### src/rtl/mpu_cfg_pkg.sv
package mpu_cfg_pkg;
  localparam int          MAX_RGN   = 16;
  localparam logic [7:0]  MPU_VER   = 8'h03;
  localparam logic [7:0]  CAUSE_VEC = 8'h06;

  typedef struct packed {
    logic kr;
    logic kw;
    logic ke;
    logic ur;
    logic uw;
    logic ue;
  } perm_t;

  typedef enum logic [2:0] {
    SEL_NONE,
    SEL_BUILD,
    SEL_EN,
    SEL_CAUSE,
    SEL_BASE,
    SEL_PERM
  } sel_e;

  function automatic logic [31:0] code_to_mask(input logic [4:0] code);
    logic [32:0] span;
    span = (33'd2 << code) - 33'd1;
    if (code < 5'd4) return '1;
    return ~span[31:0];
  endfunction
endpackage

### src/rtl/mpu_cfg_decode.sv
module mpu_cfg_decode
  import mpu_cfg_pkg::*;
#(
  parameter int NUM_RGN = 16,
  parameter bit PRESENT = 1'b1
) (
  input  logic [5:0] reg_idx,
  input  logic       reg_rd,
  input  logic       reg_wr,
  input  logic       user_mode,
  output sel_e       sel,
  output logic [3:0] rgn,
  output logic       rd_ok,
  output logic       wr_ok,
  output logic       fault_priv,
  output logic       fault_instr
);
  logic access;
  logic in_range;

  always_comb begin
    sel = SEL_NONE;
    if (reg_idx == 6'd0)            sel = SEL_BUILD;
    else if (reg_idx == 6'd1)       sel = SEL_EN;
    else if (reg_idx == 6'd2)       sel = SEL_CAUSE;
    else if (reg_idx[5:4] == 2'b01) sel = SEL_BASE;
    else if (reg_idx[5:4] == 2'b10) sel = SEL_PERM;
  end

  assign rgn      = reg_idx[3:0];
  assign in_range = ({1'b0, rgn} < 5'(NUM_RGN));
  assign access   = reg_rd | reg_wr;

  always_comb begin
    fault_priv  = access & user_mode;
    fault_instr = 1'b0;
    if (access && !user_mode) begin
      if (!PRESENT || sel == SEL_NONE)
        fault_instr = 1'b1;
      else if ((sel == SEL_BASE || sel == SEL_PERM) && !in_range)
        fault_instr = 1'b1;
    end
  end

  assign rd_ok = reg_rd & ~fault_priv & ~fault_instr;
  assign wr_ok = reg_wr & ~fault_priv & ~fault_instr;
endmodule

### src/rtl/mpu_rgn_desc.sv
module mpu_rgn_desc
  import mpu_cfg_pkg::*;
(
  input  logic        clk,
  input  logic        rst_n,
  input  logic        base_we,
  input  logic        perm_we,
  input  logic [31:0] wdata,
  output logic [31:0] base_o,
  output logic        valid_o,
  output perm_t       perm_o,
  output logic [4:0]  code_o,
  output logic [31:0] mask_o,
  output logic [31:0] rd_base,
  output logic [31:0] rd_perm
);
  logic [26:0] addr_q, addr_d;
  logic        val_q, val_d;
  logic [4:0]  code_q, code_d;
  perm_t       perm_q, perm_d;
  logic        unused_bit2;

  assign unused_bit2 = wdata[2];

  always_comb begin
    addr_d = addr_q;
    val_d  = val_q;
    code_d = code_q;
    perm_d = perm_q;
    if (base_we) begin
      addr_d = wdata[31:5];
      val_d  = wdata[0];
    end
    if (perm_we) begin
      code_d = {wdata[11:9], wdata[1:0]};
      perm_d = perm_t'(wdata[8:3]);
    end
  end

  always_ff @(posedge clk or negedge rst_n) begin
    if (!rst_n) begin
      addr_q <= '0;
      val_q  <= 1'b0;
      code_q <= '0;
      perm_q <= '0;
    end else begin
      addr_q <= addr_d;
      val_q  <= val_d;
      code_q <= code_d;
      perm_q <= perm_d;
    end
  end

  assign base_o  = {addr_q, 5'b0};
  assign valid_o = val_q;
  assign perm_o  = perm_q;
  assign code_o  = code_q;
  assign mask_o  = code_to_mask(code_q);
  assign rd_base = {addr_q, 4'b0, val_q};
  assign rd_perm = {20'b0, code_q[4:2], perm_q, 1'b0, code_q[1:0]};

  // the stored size code is the two split fields of the last write
  p_code_capture_r4: assert property (@(posedge clk) disable iff (!rst_n)
    perm_we |=> code_o == {$past(wdata[11:9]), $past(wdata[1:0])});
endmodule

### src/rtl/mpu_cfg_regs.sv
module mpu_cfg_regs
  import mpu_cfg_pkg::*;
#(
  parameter int NUM_RGN = 16,
  parameter bit PRESENT = 1'b1
) (
  input  logic                  clk,
  input  logic                  rst_n,
  input  logic [5:0]            reg_idx,
  input  logic                  reg_rd,
  input  logic                  reg_wr,
  input  logic [31:0]           reg_wdata,
  input  logic                  user_mode,
  input  logic                  mchk,
  input  logic                  cause_ld,
  input  logic [1:0]            cause_type,
  input  logic [7:0]            cause_rgn,
  output logic [31:0]           reg_rdata,
  output logic                  err_priv,
  output logic                  err_instr,
  output logic                  mpu_active,
  output logic [5:0]            def_perm,
  output logic [MAX_RGN-1:0]    rgn_valid,
  output logic [MAX_RGN*32-1:0] rgn_base,
  output logic [MAX_RGN*32-1:0] rgn_mask,
  output logic [MAX_RGN*6-1:0]  rgn_perm
);
  localparam logic [7:0] CNT_FIELD = PRESENT ? 8'(NUM_RGN) : 8'd0;
  localparam logic [7:0] VER_FIELD = PRESENT ? MPU_VER : 8'd0;

  sel_e        sel;
  logic [3:0]  rgn;
  logic        rd_ok, wr_ok, fault_priv, fault_instr;

  logic        en_q, en_d, act_q, act_d;
  perm_t       dperm_q, dperm_d;
  logic [1:0]  ctype_q, ctype_d;
  logic [7:0]  creg_q, creg_d;
  logic [31:0] rdata_q, rdata_d, rd_val;
  logic        errp_q, erri_q;

  logic [31:0] rd_base [MAX_RGN];
  logic [31:0] rd_perm [MAX_RGN];

  mpu_cfg_decode #(.NUM_RGN(NUM_RGN), .PRESENT(PRESENT)) u_dec (
    .reg_idx    (reg_idx),
    .reg_rd     (reg_rd),
    .reg_wr     (reg_wr),
    .user_mode  (user_mode),
    .sel        (sel),
    .rgn        (rgn),
    .rd_ok      (rd_ok),
    .wr_ok      (wr_ok),
    .fault_priv (fault_priv),
    .fault_instr(fault_instr)
  );

  for (genvar r = 0; r < MAX_RGN; r++) begin : g_rgn
    if (r < NUM_RGN) begin : g_live
      logic       base_we, perm_we;
      perm_t      perm_w;
      logic [4:0] code_w;
      logic       unused_code;
      assign base_we     = wr_ok && sel == SEL_BASE && rgn == 4'(r);
      assign perm_we     = wr_ok && sel == SEL_PERM && rgn == 4'(r);
      assign unused_code = ^code_w;
      mpu_rgn_desc u_desc (
        .clk    (clk),
        .rst_n  (rst_n),
        .base_we(base_we),
        .perm_we(perm_we),
        .wdata  (reg_wdata),
        .base_o (rgn_base[r*32 +: 32]),
        .valid_o(rgn_valid[r]),
        .perm_o (perm_w),
        .code_o (code_w),
        .mask_o (rgn_mask[r*32 +: 32]),
        .rd_base(rd_base[r]),
        .rd_perm(rd_perm[r])
      );
      assign rgn_perm[r*6 +: 6] = perm_w;
    end else begin : g_tie
      assign rgn_base[r*32 +: 32] = '0;
      assign rgn_valid[r]         = 1'b0;
      assign rgn_perm[r*6 +: 6]   = '0;
      assign rgn_mask[r*32 +: 32] = '1;
      assign rd_base[r]           = '0;
      assign rd_perm[r]           = '0;
    end
  end

  always_comb begin
    unique case (sel)
      SEL_BUILD: rd_val = {16'b0, CNT_FIELD, VER_FIELD};
      SEL_EN:    rd_val = {1'b0, en_q, 21'b0, dperm_q, 3'b0};
      SEL_CAUSE: rd_val = {8'b0, CAUSE_VEC, 6'b0, ctype_q, creg_q};
      SEL_BASE:  rd_val = rd_base[rgn];
      SEL_PERM:  rd_val = rd_perm[rgn];
      default:   rd_val = '0;
    endcase
  end

  always_comb begin
    en_d    = en_q;
    act_d   = act_q;
    dperm_d = dperm_q;
    ctype_d = ctype_q;
    creg_d  = creg_q;
    if (wr_ok && sel == SEL_EN) begin
      en_d    = reg_wdata[30];
      act_d   = reg_wdata[30];
      dperm_d = perm_t'(reg_wdata[8:3]);
    end
    if (mchk) act_d = 1'b0;
    if (cause_ld) begin
      ctype_d = cause_type;
      creg_d  = cause_rgn;
    end
    rdata_d = rd_ok ? rd_val : '0;
  end

  always_ff @(posedge clk or negedge rst_n) begin
    if (!rst_n) begin
      en_q    <= 1'b0;
      act_q   <= 1'b0;
      dperm_q <= '0;
      ctype_q <= '0;
      creg_q  <= '0;
      rdata_q <= '0;
      errp_q  <= 1'b0;
      erri_q  <= 1'b0;
    end else begin
      en_q    <= en_d;
      act_q   <= act_d;
      dperm_q <= dperm_d;
      ctype_q <= ctype_d;
      creg_q  <= creg_d;
      rdata_q <= rdata_d;
      errp_q  <= fault_priv;
      erri_q  <= fault_instr;
    end
  end

  assign reg_rdata  = rdata_q;
  assign err_priv   = errp_q;
  assign err_instr  = erri_q;
  assign mpu_active = act_q;
  assign def_perm   = dperm_q;

  // a user-mode write leaves the enable state untouched
  p_user_write_blocked_r8: assert property (@(posedge clk) disable iff (!rst_n)
    (reg_wr && user_mode) |=> $stable(en_q) && $stable(dperm_q));
  // a faulting access returns zero data
  p_fault_reads_zero_r9: assert property (@(posedge clk) disable iff (!rst_n)
    (err_priv || err_instr) |-> reg_rdata == 32'd0);
  // machine check always leaves the unit inactive
  p_mchk_clears_r10: assert property (@(posedge clk) disable iff (!rst_n)
    mchk |=> !mpu_active);
  // the unit is never active while the stored enable is clear
  p_active_needs_en_r10: assert property (@(posedge clk) disable iff (!rst_n)
    mpu_active |-> en_q);
  // no read strobe means zero read data next cycle
  p_idle_zero_r11: assert property (@(posedge clk) disable iff (!rst_n)
    !reg_rd |=> reg_rdata == 32'd0);
endmodule

### config.mk
export PLATFORM = sky130hd
export DESIGN_NAME = mpu_cfg_regs
export DESIGN_NICKNAME = d
export VERILOG_FILES = /design/src/rtl/mpu_cfg_pkg.sv /design/src/rtl/mpu_cfg_decode.sv /design/src/rtl/mpu_rgn_desc.sv /design/src/rtl/mpu_cfg_regs.sv
export SDC_FILE = /design/constraint.sdc
export NUM_CORES = 1
export LEC_CHECK = 0
export BUFFER_PORTS_ARGS = -buffer_cell sky130_fd_sc_hd__buf_2
export CORE_AREA = 2 2 480 482
export DETAILED_ROUTE_END_ITERATION = 8
export DIE_AREA = 0 0 482 484
export MAX_ROUTING_LAYER = met4
export RECOVER_POWER = 100
export SYNTH_ARGS = -nofsm -noshare
export SYNTH_HDL_FRONTEND = slang
export SYNTH_SLANG_ARGS = --single-unit
### constraint.sdc
create_clock -name clk -period 4.7 [get_ports clk]
set_input_delay 0.94 -clock clk [delete_from_list [all_inputs] [get_ports clk]]
set_output_delay 0.94 -clock clk [all_outputs]
set_load 0.05 [all_outputs]
==> results.cfg <==
[synthesis]
muxShareOfSynthArea_pct = 29.4
ys_warn_count = 0
synth_edf_count = 0
yosysSeqAreaShare_pct = 44.6
synth_area_per_cell_um2 = 11.4
ys.flop_type = dfrtp_1
synth_compound_area_share_pct = 8.42
synth-simple-area-share_pct = 9.74
synth_cell_types = 58
ys_seq_elements = 676
synth_fa_ha_area_share_pct = 0.660
syn_area_mm2 = 0.0379
synthCells = 3323
synthTopCellsByArea = dfrtp_1, mux2_2, mux4_2, clkbuf_1, o21ai_0
netlist.area_leader.share_pct = 44.6
synth_xor_xnor_area_share_pct = 1.06
synth_top_family_by_area = multiplexers
async_reset_ff_share_pct = 100
synth_area_leader_cell = dfrtp_1

[critical_path]
cp_max_fo = 39
critPathRequiredTime_ns = 5.28
arrival_ns = 5.31
path_class = primary input to flip-flop
crit_path_top_delay_cell = clkbuf_2
max_stage_delay_ns = 1.23
endpoint_kind = flip-flop
crit_chain = clkbuf_2 > nor2b_1 > nand3_1 > nor2_1 > clkbuf_4 > mux2_2
critPathLaunchType = primary input

[finish]
fin_area_mm2 = 0.0484
fin_nets = 4435
drive_above_1_share_pct = 28.9
n_fill_cell = 25300
synthToLayoutAreaGrowth_pct = 27.8
multi_input_area_mm2 = 0.0190
final_core_util_pct = 21.2
seqCellArea_mm2 = 0.0169

[clock_tree]
htreeDepth = 3
clockBufferDepth = 3
numClockSinks = 676
cts_buffers = 83
clk_pin_slew_ns = 0.06
insertion_delay_ns = 0.73
cts_tree = built
cts_hold_buffers = 0
cts_root_buffer = clkbuf_16
post-cts-setup-buffer-count = 0

[placement]
port_buffers = 1150
dp_worst_setup_slack_ns = 0.876
hpwlAfterDp_mm = 164
place_congestion = 0.959
dpl-instance-area_mm2 = 0.0474

[sta]
drv_slew = 341
post-route-period-util_pct = 101
final-hold-violation-count = 0
slew_headroom_pct = -74.6
clock_skew_ns = 0.0616
fin_crit_ns = 4.73
finalSetupViolations = 2
fin_setup_tns_ns = -0.0268
max_freq_ghz = 0.212
tightest_slew_ns = 2.62
finalWorstSetupSlack_ns = -0.0250

[pwr]
total_power_mw = 18.6
irDropWorstVdd_mv = 0.396
p_int_mw = 11.2
cellPowerDensity_mw_per_mm2 = 384
pwr-share-clk_pct = 35.9
switching_share_pct = 40.0
power_frac_comb_pct = 28.8
net-switching-power_mw = 7.43
p_leak_nw = 20.2
p_seq_share_pct = 35.3

[drt]
m1WireLength_mm = 75.8
avgRoutedWirePerCell_um = 28.6
drc_errors = 0
met3WireLength_mm = 18.9
drt_iter0_markers = 2376
ant_nets = 0
drt-total-wl_mm = 214
top_layer = met4
wl_met2_mm = 105
avgViaCountPerCell = 4.44
first_pass_iters = 5
via_count = 33200

[run]
maxCapViolCount = 10

[die]
core-area_mm2 = 0.229
dieArea_mm2 = 0.233
rows = 176
die_w_um = 482
die_y_um = 484
initial_core_util_pct = 16.6
boundaryPins = 1232

[global_route]
grt_pass1_vias = 32600
grt_max_degree = 103
grt_first_pass_wirelength_mm = 284
grtUsageTotal_pct = 18.1
grt-ovfl-total = 0
antenna_found_initial = 23

[outcome]
status = finished with violations
violations = max-capacitance violations, max-slew violations, negative setup slack

[worst_hold_path]
hold_path_class = primary input to flip-flop
-- flip-flops by register name, summed over array words and instances, names as in the netlist --
register                     flops
creg_q                           8
ctype_q                          2
def_perm                         6
en_q                             1
err_instr                        1
err_priv                         1
g_rgn.g_live.u_desc.addr_q     432
g_rgn.g_live.u_desc.code_o      80
g_rgn.g_live.u_desc.perm_o      96
g_rgn.g_live.u_desc.valid_o     16
mpu_active                       1
reg_rdata                       32
-- area by class of cell --
class | instances | area share, %
inverters | 43 | 0.333
clock inverters | 35 | 0.984
clock buffers | 111 | 4.84
well taps | 3026 | 7.82
flip-flops and latches | 676 | 34.9
diodes | 31 | 0.160
repair buffers | 1323 | 11.7
multi-input cells | 2233 | 39.2
-- power by group through the flow --
stage	clock network [mW]	registers, mW	logic (mW)
final	6.69	6.57	5.35
after global routing	7.08	6.61	5.62
after CTS	6.88	6.55	5.55
after detailed placement	0	6.65	5.54
after global placement	0	6.63	5.52
after floorplan	0	7.55	2.83
-- critical path: cells and delay by family --
kind | cells | cell delay, ns
buf+inv | 2 | 2.03
mux | 1 | 0.41
simple gates | 3 | 1.74
-- routing by layer --
metal,up-vias,GRT usage (%)
met4,0,9.73
met3,438,4.76
met1,17000,19.3
met2,1828,30.6
li1,14000,-
met5,-,-
-- path summary, 6_finish.rpt --
| kind | startpoint | end | slack [ns] | depth (start not counted) |
|---|---|---|---|---|
| max in group asynchronous | rst_n | g_rgn[11].g_live.u_desc.code_o[3] | 0.63 | 3 |
| min reg2reg | creg_q[2] | reg_rdata[2] | 0.46 | 2 |
| min | mchk | mpu_active | 0.40 | 2 |
| max reg2reg | g_rgn[12].g_live.u_desc.code_o[4] | reg_rdata[11] | 1.97 | 5 |
| min in group asynchronous | rst_n | g_rgn[6].g_live.u_desc.addr_q[19] | 1.04 | 1 |
| max | reg_idx[1] | g_rgn[14].g_live.u_desc.addr_q[4] | -0.03 | 6 |
-- stage by stage --
step	std cells	hold slack (ns)
after global routing	7457	0.365
after detailed placement	7301	0.492
after floorplan	3402	0.465
after global placement	7301	0.491
final	7478	0.398
after CTS	7447	0.243
-- cells in the mapped netlist, drive strengths merged (2+ instances only) --
master / n
or3: 8
dfrtp: 676
mux2: 648
a21oi: 69
and3: 18
nor3: 101
xnor2: 21
and2: 42
nand2b: 49
a21boi: 3
nor2: 147
o41ai: 6
nor4bb: 2
o21a: 24
nand2: 233
o31a: 10
nand3b: 17
a32o: 9
mux4: 160
nand3: 72
o22ai: 8
nand4: 6
a22o: 22
inv: 43
o21ai: 185
nor2b: 33
a31oi: 12
buf: 191
o31ai: 27
a31o: 2
a32oi: 33
ha: 20
a41oi: 10
xor2: 25
nor4: 9
a22oi: 43
a221oi: 8
or2: 26
mux2i: 24
o21bai: 8
clkbuf: 259
a2bb2oi: 2
a21o: 7
-- cells in the final DEF, fill, tap and decap left out, types with 85 or more instances in the layout --
cell and instances:
clkbuf_1 1038, nor2_1 142, buf_4 88, dfrtp_1 676, nor3_1 99, clkbuf_2 111, o21ai_0 184, nand2_1 232
mux4_2 160, mux2_2 647, buf_2 85
-- cell families after synthesis --
| family | count (synthesis) |
|---|---|
| compound gates | 491 |
| other cells | 1 |
| simple gates | 764 |
| fa+ha+maj | 20 |
| mux | 832 |
| flops | 676 |
| buf+inv | 493 |
| xor+xnor | 46 |
-- what timing repair did --
item,in CTS,in global routing
setup endpoints to repair,0,2
endpoints found under the hold margin,0,0
gates resized for setup,0,1
Power figures use the tool's default switching activity.
